==> config.mk <==
export PLATFORM = sky130hd
export DESIGN_NAME = ata_taskfile
export DESIGN_NICKNAME = d
export VERILOG_FILES = /design/src/rtl/ata_tf_pkg.sv /design/src/rtl/ata_tf_regs.sv /design/src/rtl/ata_tf_ident.sv /design/src/rtl/ata_tf_seq.sv /design/src/rtl/ata_taskfile.sv
export SDC_FILE = /design/constraint.sdc
export NUM_CORES = 1
export LEC_CHECK = 0
export BUFFER_PORTS_ARGS = -buffer_cell sky130_fd_sc_hd__buf_2
export CAP_MARGIN = 25
export CORE_MARGIN = 2
export CORE_UTILIZATION = 40
export DETAILED_ROUTE_END_ITERATION = 6
export PLACE_DENSITY = 0.58
export SLEW_MARGIN = 40
export SYNTH_ARGS = -nofsm -noshare
export SYNTH_HDL_FRONTEND = slang
export SYNTH_SLANG_ARGS = --single-unit
export TNS_END_PERCENT = 30
==> constraint.sdc <==
create_clock -name clk_i -period 4.2 [get_ports clk_i]
set_clock_uncertainty 0.2 [all_clocks]
set_input_delay 0.63 -clock clk_i [delete_from_list [all_inputs] [get_ports clk_i]]
set_output_delay 0.63 -clock clk_i [all_outputs]
set_load 0.005 [all_outputs]
==> src/rtl/ata_tf_pkg.sv <==
package ata_tf_pkg;
  localparam logic [2:0] SLOT_DATA = 3'd0;
  localparam logic [2:0] SLOT_ERR  = 3'd1;
  localparam logic [2:0] SLOT_CNT  = 3'd2;
  localparam logic [2:0] SLOT_LBA0 = 3'd3;
  localparam logic [2:0] SLOT_LBA1 = 3'd4;
  localparam logic [2:0] SLOT_LBA2 = 3'd5;
  localparam logic [2:0] SLOT_DEV  = 3'd6;
  localparam logic [2:0] SLOT_CMD  = 3'd7;

  localparam logic [7:0] OP_IDENT = 8'hEC;
  localparam logic [7:0] OP_FLUSH = 8'hE7;
  localparam logic [7:0] OP_DMARD = 8'hC8;
  localparam logic [7:0] OP_DMAWR = 8'hCA;
  localparam logic [7:0] OP_PKT   = 8'hA0;

  localparam int DEV_SEL_BIT = 4;
  localparam int ABORT_BIT   = 2;

  typedef enum logic [1:0] {ST_IDLE, ST_XFER, ST_WAIT} seq_state_e;
endpackage

==> src/rtl/ata_tf_regs.sv <==
module ata_tf_regs
  import ata_tf_pkg::*;
(
  input  logic       clk_i,
  input  logic       rst_ni,
  input  logic       wr_i,
  input  logic [2:0] addr_i,
  input  logic [7:0] wdata_i,
  output logic [7:0] cnt_o,
  output logic [7:0] lba0_o,
  output logic [7:0] lba1_o,
  output logic [7:0] lba2_o,
  output logic [7:0] dev_o,
  output logic [7:0] feat_o
);
  always_ff @(posedge clk_i or negedge rst_ni) begin
    if (!rst_ni) begin
      cnt_o  <= '0;
      lba0_o <= '0;
      lba1_o <= '0;
      lba2_o <= '0;
      dev_o  <= '0;
      feat_o <= '0;
    end else if (wr_i) begin
      case (addr_i)
        SLOT_ERR:  feat_o <= wdata_i;
        SLOT_CNT:  cnt_o  <= wdata_i;
        SLOT_LBA0: lba0_o <= wdata_i;
        SLOT_LBA1: lba1_o <= wdata_i;
        SLOT_LBA2: lba2_o <= wdata_i;
        SLOT_DEV:  dev_o  <= wdata_i;
        default: ;
      endcase
    end
  end
endmodule

==> src/rtl/ata_tf_ident.sv <==
module ata_tf_ident #(
  parameter int WORDS      = 256,
  parameter int LBA_WORD   = 49,
  parameter int CACHE_WORD = 85,
  parameter bit WCACHE_ON  = 1'b1,
  localparam int IDX_W     = $clog2(WORDS)
) (
  input  logic [IDX_W-1:0] idx_i,
  output logic [15:0]      word_o
);
  always_comb begin
    word_o = '0;
    if (idx_i == '0)                    word_o = 16'h0040;
    else if (idx_i == IDX_W'(LBA_WORD))   word_o = 16'h0200;
    else if (idx_i == IDX_W'(CACHE_WORD)) word_o = {10'd0, WCACHE_ON, 5'd0};
  end
endmodule

==> src/rtl/ata_tf_seq.sv <==
module ata_tf_seq
  import ata_tf_pkg::*;
#(
  parameter int WORDS    = 256,
  parameter bit HAS_DEV1 = 1'b0,
  localparam int IDX_W   = $clog2(WORDS),
  localparam logic [IDX_W-1:0] LAST = IDX_W'(WORDS - 1)
) (
  input  logic             clk_i,
  input  logic             rst_ni,
  input  logic             cmd_wr_i,
  input  logic [7:0]       cmd_i,
  input  logic             dev1_sel_i,
  input  logic             data_rd_i,
  input  logic             stat_rd_i,
  input  logic             op_done_i,
  output seq_state_e       state_o,
  output logic             err_o,
  output logic             irq_o,
  output logic [IDX_W-1:0] widx_o
);
  logic accept, irq_set, irq_clr;

  assign accept = cmd_wr_i && (state_o == ST_IDLE) && !(dev1_sel_i && !HAS_DEV1);

  always_comb begin
    irq_set = 1'b0;
    if (accept)
      irq_set = (cmd_i == OP_IDENT) || !(cmd_i inside {OP_FLUSH, OP_DMARD, OP_DMAWR, OP_PKT});
    else if (state_o == ST_WAIT && op_done_i)
      irq_set = 1'b1;
  end
  // accepting a command also drops any stale request
  assign irq_clr = stat_rd_i || accept;

  always_ff @(posedge clk_i or negedge rst_ni) begin
    if (!rst_ni) begin
      state_o <= ST_IDLE;
      err_o   <= 1'b0;
      irq_o   <= 1'b0;
      widx_o  <= '0;
    end else begin
      irq_o <= irq_set ? 1'b1 : (irq_clr ? 1'b0 : irq_o);
      unique case (state_o)
        ST_IDLE: if (accept) begin
          err_o  <= 1'b0;
          widx_o <= '0;
          case (cmd_i)
            OP_IDENT: state_o <= ST_XFER;
            OP_FLUSH, OP_DMARD, OP_DMAWR, OP_PKT: state_o <= ST_WAIT;
            default: err_o <= 1'b1;
          endcase
        end
        ST_XFER: if (data_rd_i) begin
          if (widx_o == LAST) state_o <= ST_IDLE;
          else widx_o <= widx_o + 1'b1;
        end
        ST_WAIT: if (op_done_i) state_o <= ST_IDLE;
        default: state_o <= ST_IDLE;
      endcase
    end
  end
endmodule

==> src/rtl/ata_taskfile.sv <==
module ata_taskfile
  import ata_tf_pkg::*;
#(
  parameter int WORDS    = 256,
  parameter bit HAS_DEV1 = 1'b0,
  localparam int IDX_W   = $clog2(WORDS)
) (
  input  logic        clk_i,
  input  logic        rst_ni,
  input  logic [2:0]  host_addr_i,
  input  logic        host_wr_i,
  input  logic        host_rd_i,
  input  logic [15:0] host_wdata_i,
  output logic [15:0] host_rdata_o,
  input  logic        op_done_i,
  output logic        irq_o
);
  logic [7:0] cnt, lba0, lba1, lba2, dev_w, feat;
  logic [7:0] status_w;
  logic [15:0] id_word;
  logic [IDX_W-1:0] widx;
  logic err;
  seq_state_e state;

  ata_tf_regs u_regs (
    .clk_i, .rst_ni,
    .wr_i(host_wr_i), .addr_i(host_addr_i), .wdata_i(host_wdata_i[7:0]),
    .cnt_o(cnt), .lba0_o(lba0), .lba1_o(lba1), .lba2_o(lba2),
    .dev_o(dev_w), .feat_o(feat)
  );

  ata_tf_seq #(.WORDS(WORDS), .HAS_DEV1(HAS_DEV1)) u_seq (
    .clk_i, .rst_ni,
    .cmd_wr_i(host_wr_i && host_addr_i == SLOT_CMD),
    .cmd_i(host_wdata_i[7:0]),
    .dev1_sel_i(dev_w[DEV_SEL_BIT]),
    .data_rd_i(host_rd_i && host_addr_i == SLOT_DATA),
    .stat_rd_i(host_rd_i && host_addr_i == SLOT_CMD),
    .op_done_i,
    .state_o(state), .err_o(err), .irq_o, .widx_o(widx)
  );

  ata_tf_ident #(.WORDS(WORDS)) u_ident (.idx_i(widx), .word_o(id_word));

  assign status_w = {state == ST_WAIT, 1'b1, 2'b00, state == ST_XFER, 2'b00, err};

  always_comb begin
    host_rdata_o = '0;
    case (host_addr_i)
      SLOT_DATA: host_rdata_o = (state == ST_XFER) ? id_word : 16'h0;
      SLOT_ERR:  host_rdata_o = {8'h0, 5'd0, err, 2'b00};
      SLOT_CNT:  host_rdata_o = {8'h0, cnt};
      SLOT_LBA0: host_rdata_o = {8'h0, lba0};
      SLOT_LBA1: host_rdata_o = {8'h0, lba1};
      SLOT_LBA2: host_rdata_o = {8'h0, lba2};
      SLOT_DEV:  host_rdata_o = {8'h0, dev_w};
      default:   host_rdata_o = {8'h0, status_w};
    endcase
  end

  logic unused_feat;
  assign unused_feat = ^feat;
endmodule

Word level (Yosys, flattened, before mapping)
Index checks and enable logic that the tools add are counted.
- mux-type cells: 20
- $add $sub $neg: 1
- reduce and logical (&&, ||, !) cells: 26
- eq/ne operators: 23
- operators by type and width (cell ; count):
    $pmux W16 S7 ; 1
    $eq A8 B8 Y1 const B ; 6
    $mux W16 ; 3
    $mux W8 ; 3
    $pmux W8 S2 ; 1
    $eq A3 B3 Y1 const B ; 4
    $reduce_and A2 Y1 ; 6
    $add A8 B1 Y8 const B ; 1
    $eq A8 B6 Y1 const B ; 1
    $eq A8 B7 Y1 const B ; 1
    $logic_not A8 Y1 ; 1
    $mux W2 ; 4
    $eq A3 B2 Y1 const B ; 2
    $logic_and A1 B1 Y1 ; 6
    $mux W6 ; 1
    $ne A2 B1 Y1 const B ; 3
    $pmux W2 S3 ; 1
    $mux W1 ; 5
    $reduce_and A5 Y1 ; 1
    $reduce_or A5 Y1 ; 1
    $ne A2 B2 Y1 const B ; 2
    $pmux W2 S2 ; 1
    $reduce_and A4 Y1 ; 1
    $reduce_bool A2 Y1 ; 2
    other kinds (10) ; 12
- output and inout bits: 17
- input port bits: 24
- flip-flop bits (word level): 52
- word-level logic and storage cells: 79

Logic depth before layout (Yosys ltp)
- word-level depth: 7
- depth in mapped cells: 6

Modules after synthesis
From an unflattened synthesis, not the netlist that was laid out.
- cells, all modules: 285
- area total of the unflattened synthesis: 3438.3 sq um
- by module, submodules not included (module ; area an instance (sq um) ; cells each ; times used):
    ata_tf_regs ; 1953.1 ; 106 ; 1
    ata_tf_seq ; 733.2 ; 80 ; 1
    ata_taskfile ; 590.6 ; 77 ; 1
    ata_tf_ident ; 161.4 ; 22 ; 1

Least setup slack after synthesis
OpenSTA, ideal clock, no wires.
- path kind: input to output
- start: input port host_addr_i[1]
- end: output port host_rdata_o[5]
- cell stages on the path: 5
- arrival time: 1546 ps
- slack: 1824 ps
- cell sequence: buf_2 -> buf_2 -> nor4_1 -> nand2_1 -> o21ai_0
- cells in the longest elaborated chain, start to end: 2
- RTL lines (element ; line ; RTL):
    start: declaration ; ata_taskfile.sv:10 ; input logic [2:0] host_addr_i,
    $eq A3 B3 Y1 (tied with other cells) ; ata_taskfile.sv:49 ; case (host_addr_i)
    $pmux W16 S7 * ; ata_taskfile.sv:49 ;
    end: declaration ; ata_taskfile.sv:14 ; output logic [15:0] host_rdata_o,
Every way passes the cells marked *; elsewhere a longest branch is shown, timed or not.

Worst setup path after layout
- start: input port host_addr_i[0]
- end: output port host_rdata_o[5]
The elaborated chain is that of the path after synthesis.

==> results_dict.tcl <==
set metrics [dict create \
    outcome "finished, final reports clean" \
    routed_wl_mm 6.21 \
    die_w_um 88.2 \
    max-cap-violations 0 \
    timing.setup.tns_ns 0 \
    cts_tree "yes" \
    diodes 0 \
    final.min_clock_period_ns 2.93 \
    grt_max_degree 29 \
    post_cts_resize_count 0 \
    htreeDepth 2 \
    slew_headroom 0.550 \
    cts_num_sinks 52 \
    firstDrtPassIters 5 \
    hp-class "in2async" \
    grt_pass1_wl_mm 10.3 \
    cpLargestDelayFamily "buffers and inverters" \
    synth-async-reset-ratio 1.00 \
    synth_area_leaders "dfrtp_1 46%, mux2_2 16%, mux2i_1 3.9%" \
    p_per_area_nw_per_um2 373 \
    postPlaceCellArea_um2 2980 \
    synth_top_cell_by_area "dfrtp_1" \
    io_buffers 25 \
    cts_setup_buffers 0 \
    crit_path_frequent_cell "buf_2" \
    via_count 2028 \
    tightest_slew_ns 0.676 \
    hold_buffers 0 \
    overflow 0 \
    coreArea_um2 6830 \
    cts-root-buf "clkbuf_8" \
    start_util 0.416 \
    hold_viol_final 0 \
    ys_seq_elements 52 \
    synth.most_common_cell "dfrtp_1" \
    drive_above_1_share 0.299 \
    cp.buffers_inverters 2 \
    ys_seq_area_frac 0.458 \
    dieArea_um2 7790 \
    clock_path_buffers 2 \
    synth_area_per_cell_um2 11.1 \
    critical_path.cell_chain "buf_2, mux2_2, a22oi_1, o21ai_0, buf_2" \
    yosysUniqueCellTypes 49 \
    endpoint_kind "output pin" \
    fin_area_um2 3080 \
    slew_violations 0 \
    dp_hpwl_mm 4.22 \
    via_per_inst 5.48 \
    drtAntennaViolNets 0 \
    path_clk_slew_ns 0.09 \
    total_leakage_power_nw 1.32 \
    antenna_found_initial 0 \
    cts_buffers 5 \
    path_class "in2out" \
    drc 0 \
    first_iter_violations 179 \
    final_util 0.450 \
    syn_inst 256 \
    synthTopCellsByCount "52 x dfrtp_1, 41 x mux2_2, 18 x nand2_1" \
    cp_slowest_stage_delay_ns 0.53 \
    crit_path_max_fanout 27 \
    areaGrowthSynthToFinish_pct 8.33 \
    num_rows 30 \
    synth_edf_count 0 \
    startpoint_type "input port" \
    yosys_warnings 0 \
    finalCritPeriodShare 0.698 \
    grt_pass1_vias 1982 \
    slowest_stage "buf_2" \
    wl_per_cell_um 16.8 \
    yosys_most_used_dff "dfrtp_1" \
    fmax_mhz 341 \
    ir_worst_vdd_v 0.000160 \
    netlist_area_um2 2840 \
    fp.dieH_um 88.2 \
    place.gp.congestion 0.802 \
    grtUsageTotal 0.174 \
    insertion_delay_ns 0.30 \
    critPathRequiredTime_ns 3.37 \
    pin_count 41 \
    worstPathArrival_ns 2.10 \
    setup_violations 0 \
    yosysTopAreaCellShare 0.458 \
    fin_nets 300 \
    rsz0062_at_grt "no" \
]
==> metal layers <==
| metal | vias up | wire length (µm) | GRT usage |
|---|---|---|---|
| met5 | - | 0 | 0 |
| met4 | 0 | 35 | 0.0289 |
| met3 | 4 | 250 | 0.0326 |
| met2 | 43 | 2830 | 0.270 |
| met1 | 1017 | 3090 | 0.260 |
| li1 | 964 | - | - |
==> placed cells by master, fill, tap and decap left out, types with 3 or more instances in the layout <==
master	Yosys	final
a21oi_1	8	8
a22oi_1	4	4
and3_1	3	3
buf_2	6	25
clkbuf_8	0	6
conb_1	1	7
dfrtp_1	52	52
ha_1	3	3
inv_1	6	6
mux2_2	41	41
mux2i_1	11	11
nand2_1	18	18
nand2b_1	6	6
nand3_1	9	9
nand4b_1	3	3
nor2_1	7	7
nor3_1	4	4
nor4_1	4	4
o21ai_0	13	13
o31ai_1	4	4
or3_1	3	3
==> cells by family after synthesis <==
family                   synth area share
buffers and inverters              0.0542
AO/OA/AOI/OAI                       0.109
AND/OR/NAND/NOR                     0.154
flip-flops                          0.458
adder cells (fa/ha/maj)            0.0132
multiplexers                        0.209
other                             0.00132
==> state kept, by name, indices dropped and copies added, names as in the netlist <==
| register | flops |
|---|---|
| u_regs.lba1_o | 8 |
| u_regs.lba2_o | 8 |
| u_seq.irq_o | 1 |
| u_regs.cnt_o | 8 |
| u_regs.dev_o | 8 |
| u_seq.err_o | 1 |
| u_seq.widx_o | 8 |
| u_regs.lba0_o | 8 |
| u_seq.state_o | 2 |
==> power by group <==
part	total, mW	leakage (nW)	switching (mW)	internal [mW]
Combinational	0.223	0.619	0.102	0.121
Sequential	0.635	0.645	0.0449	0.590
Clock	0.290	0.0510	0.158	0.132
Total	1.15	1.32	0.306	0.842
==> metrics by stage <==
step,std cells,hold WS [ns],power [mW],setup WS (ns)
global route,370,0.161,1.23,1.14
floorplan,262,0.134,0.801,1.82
detailed placement,362,0.266,0.871,1.26
CTS,370,0.142,1.17,1.26
finish,370,0.120,1.15,1.27
global placement,362,0.262,0.864,1.27
==> final timing paths <==
| path | start | to | slack (ns) | cells past startpoint |
|---|---|---|---|---|
| min reg2reg | u_regs.dev_o[3] | u_regs.dev_o[3] | 0.28 | 2 |
| min | rst_ni | u_regs.lba1_o[0] | 0.12 | 1 |
| min in group clk_i | u_regs.dev_o[3] | u_regs.dev_o[3] | 0.28 | 2 |
| max in group asynchronous | rst_ni | u_regs.dev_o[5] | 2.88 | 2 |
| max reg2reg | u_seq.state_o[0] | u_seq.widx_o[1] | 2.29 | 4 |
| max | host_addr_i[0] | host_rdata_o[5] | 1.27 | 5 |
==> final cells by class <==
class,count,area [µm²]
tap,96,120
inverter,6,22.5
fill,694,3760
clock buffer,6,82.6
timing repair buffer,26,133
sequential,52,1300
clock inverter,2,10.0
multi-input combinational,182,1410
==> worst reg2reg max path: cells and delay by family (launching register included) <==
family          cells  cell delay [ns]
compound gates      2             0.31
simple gates        2             0.80
flops               1             0.47
Note: power is estimated with default switching activity, not from simulation.
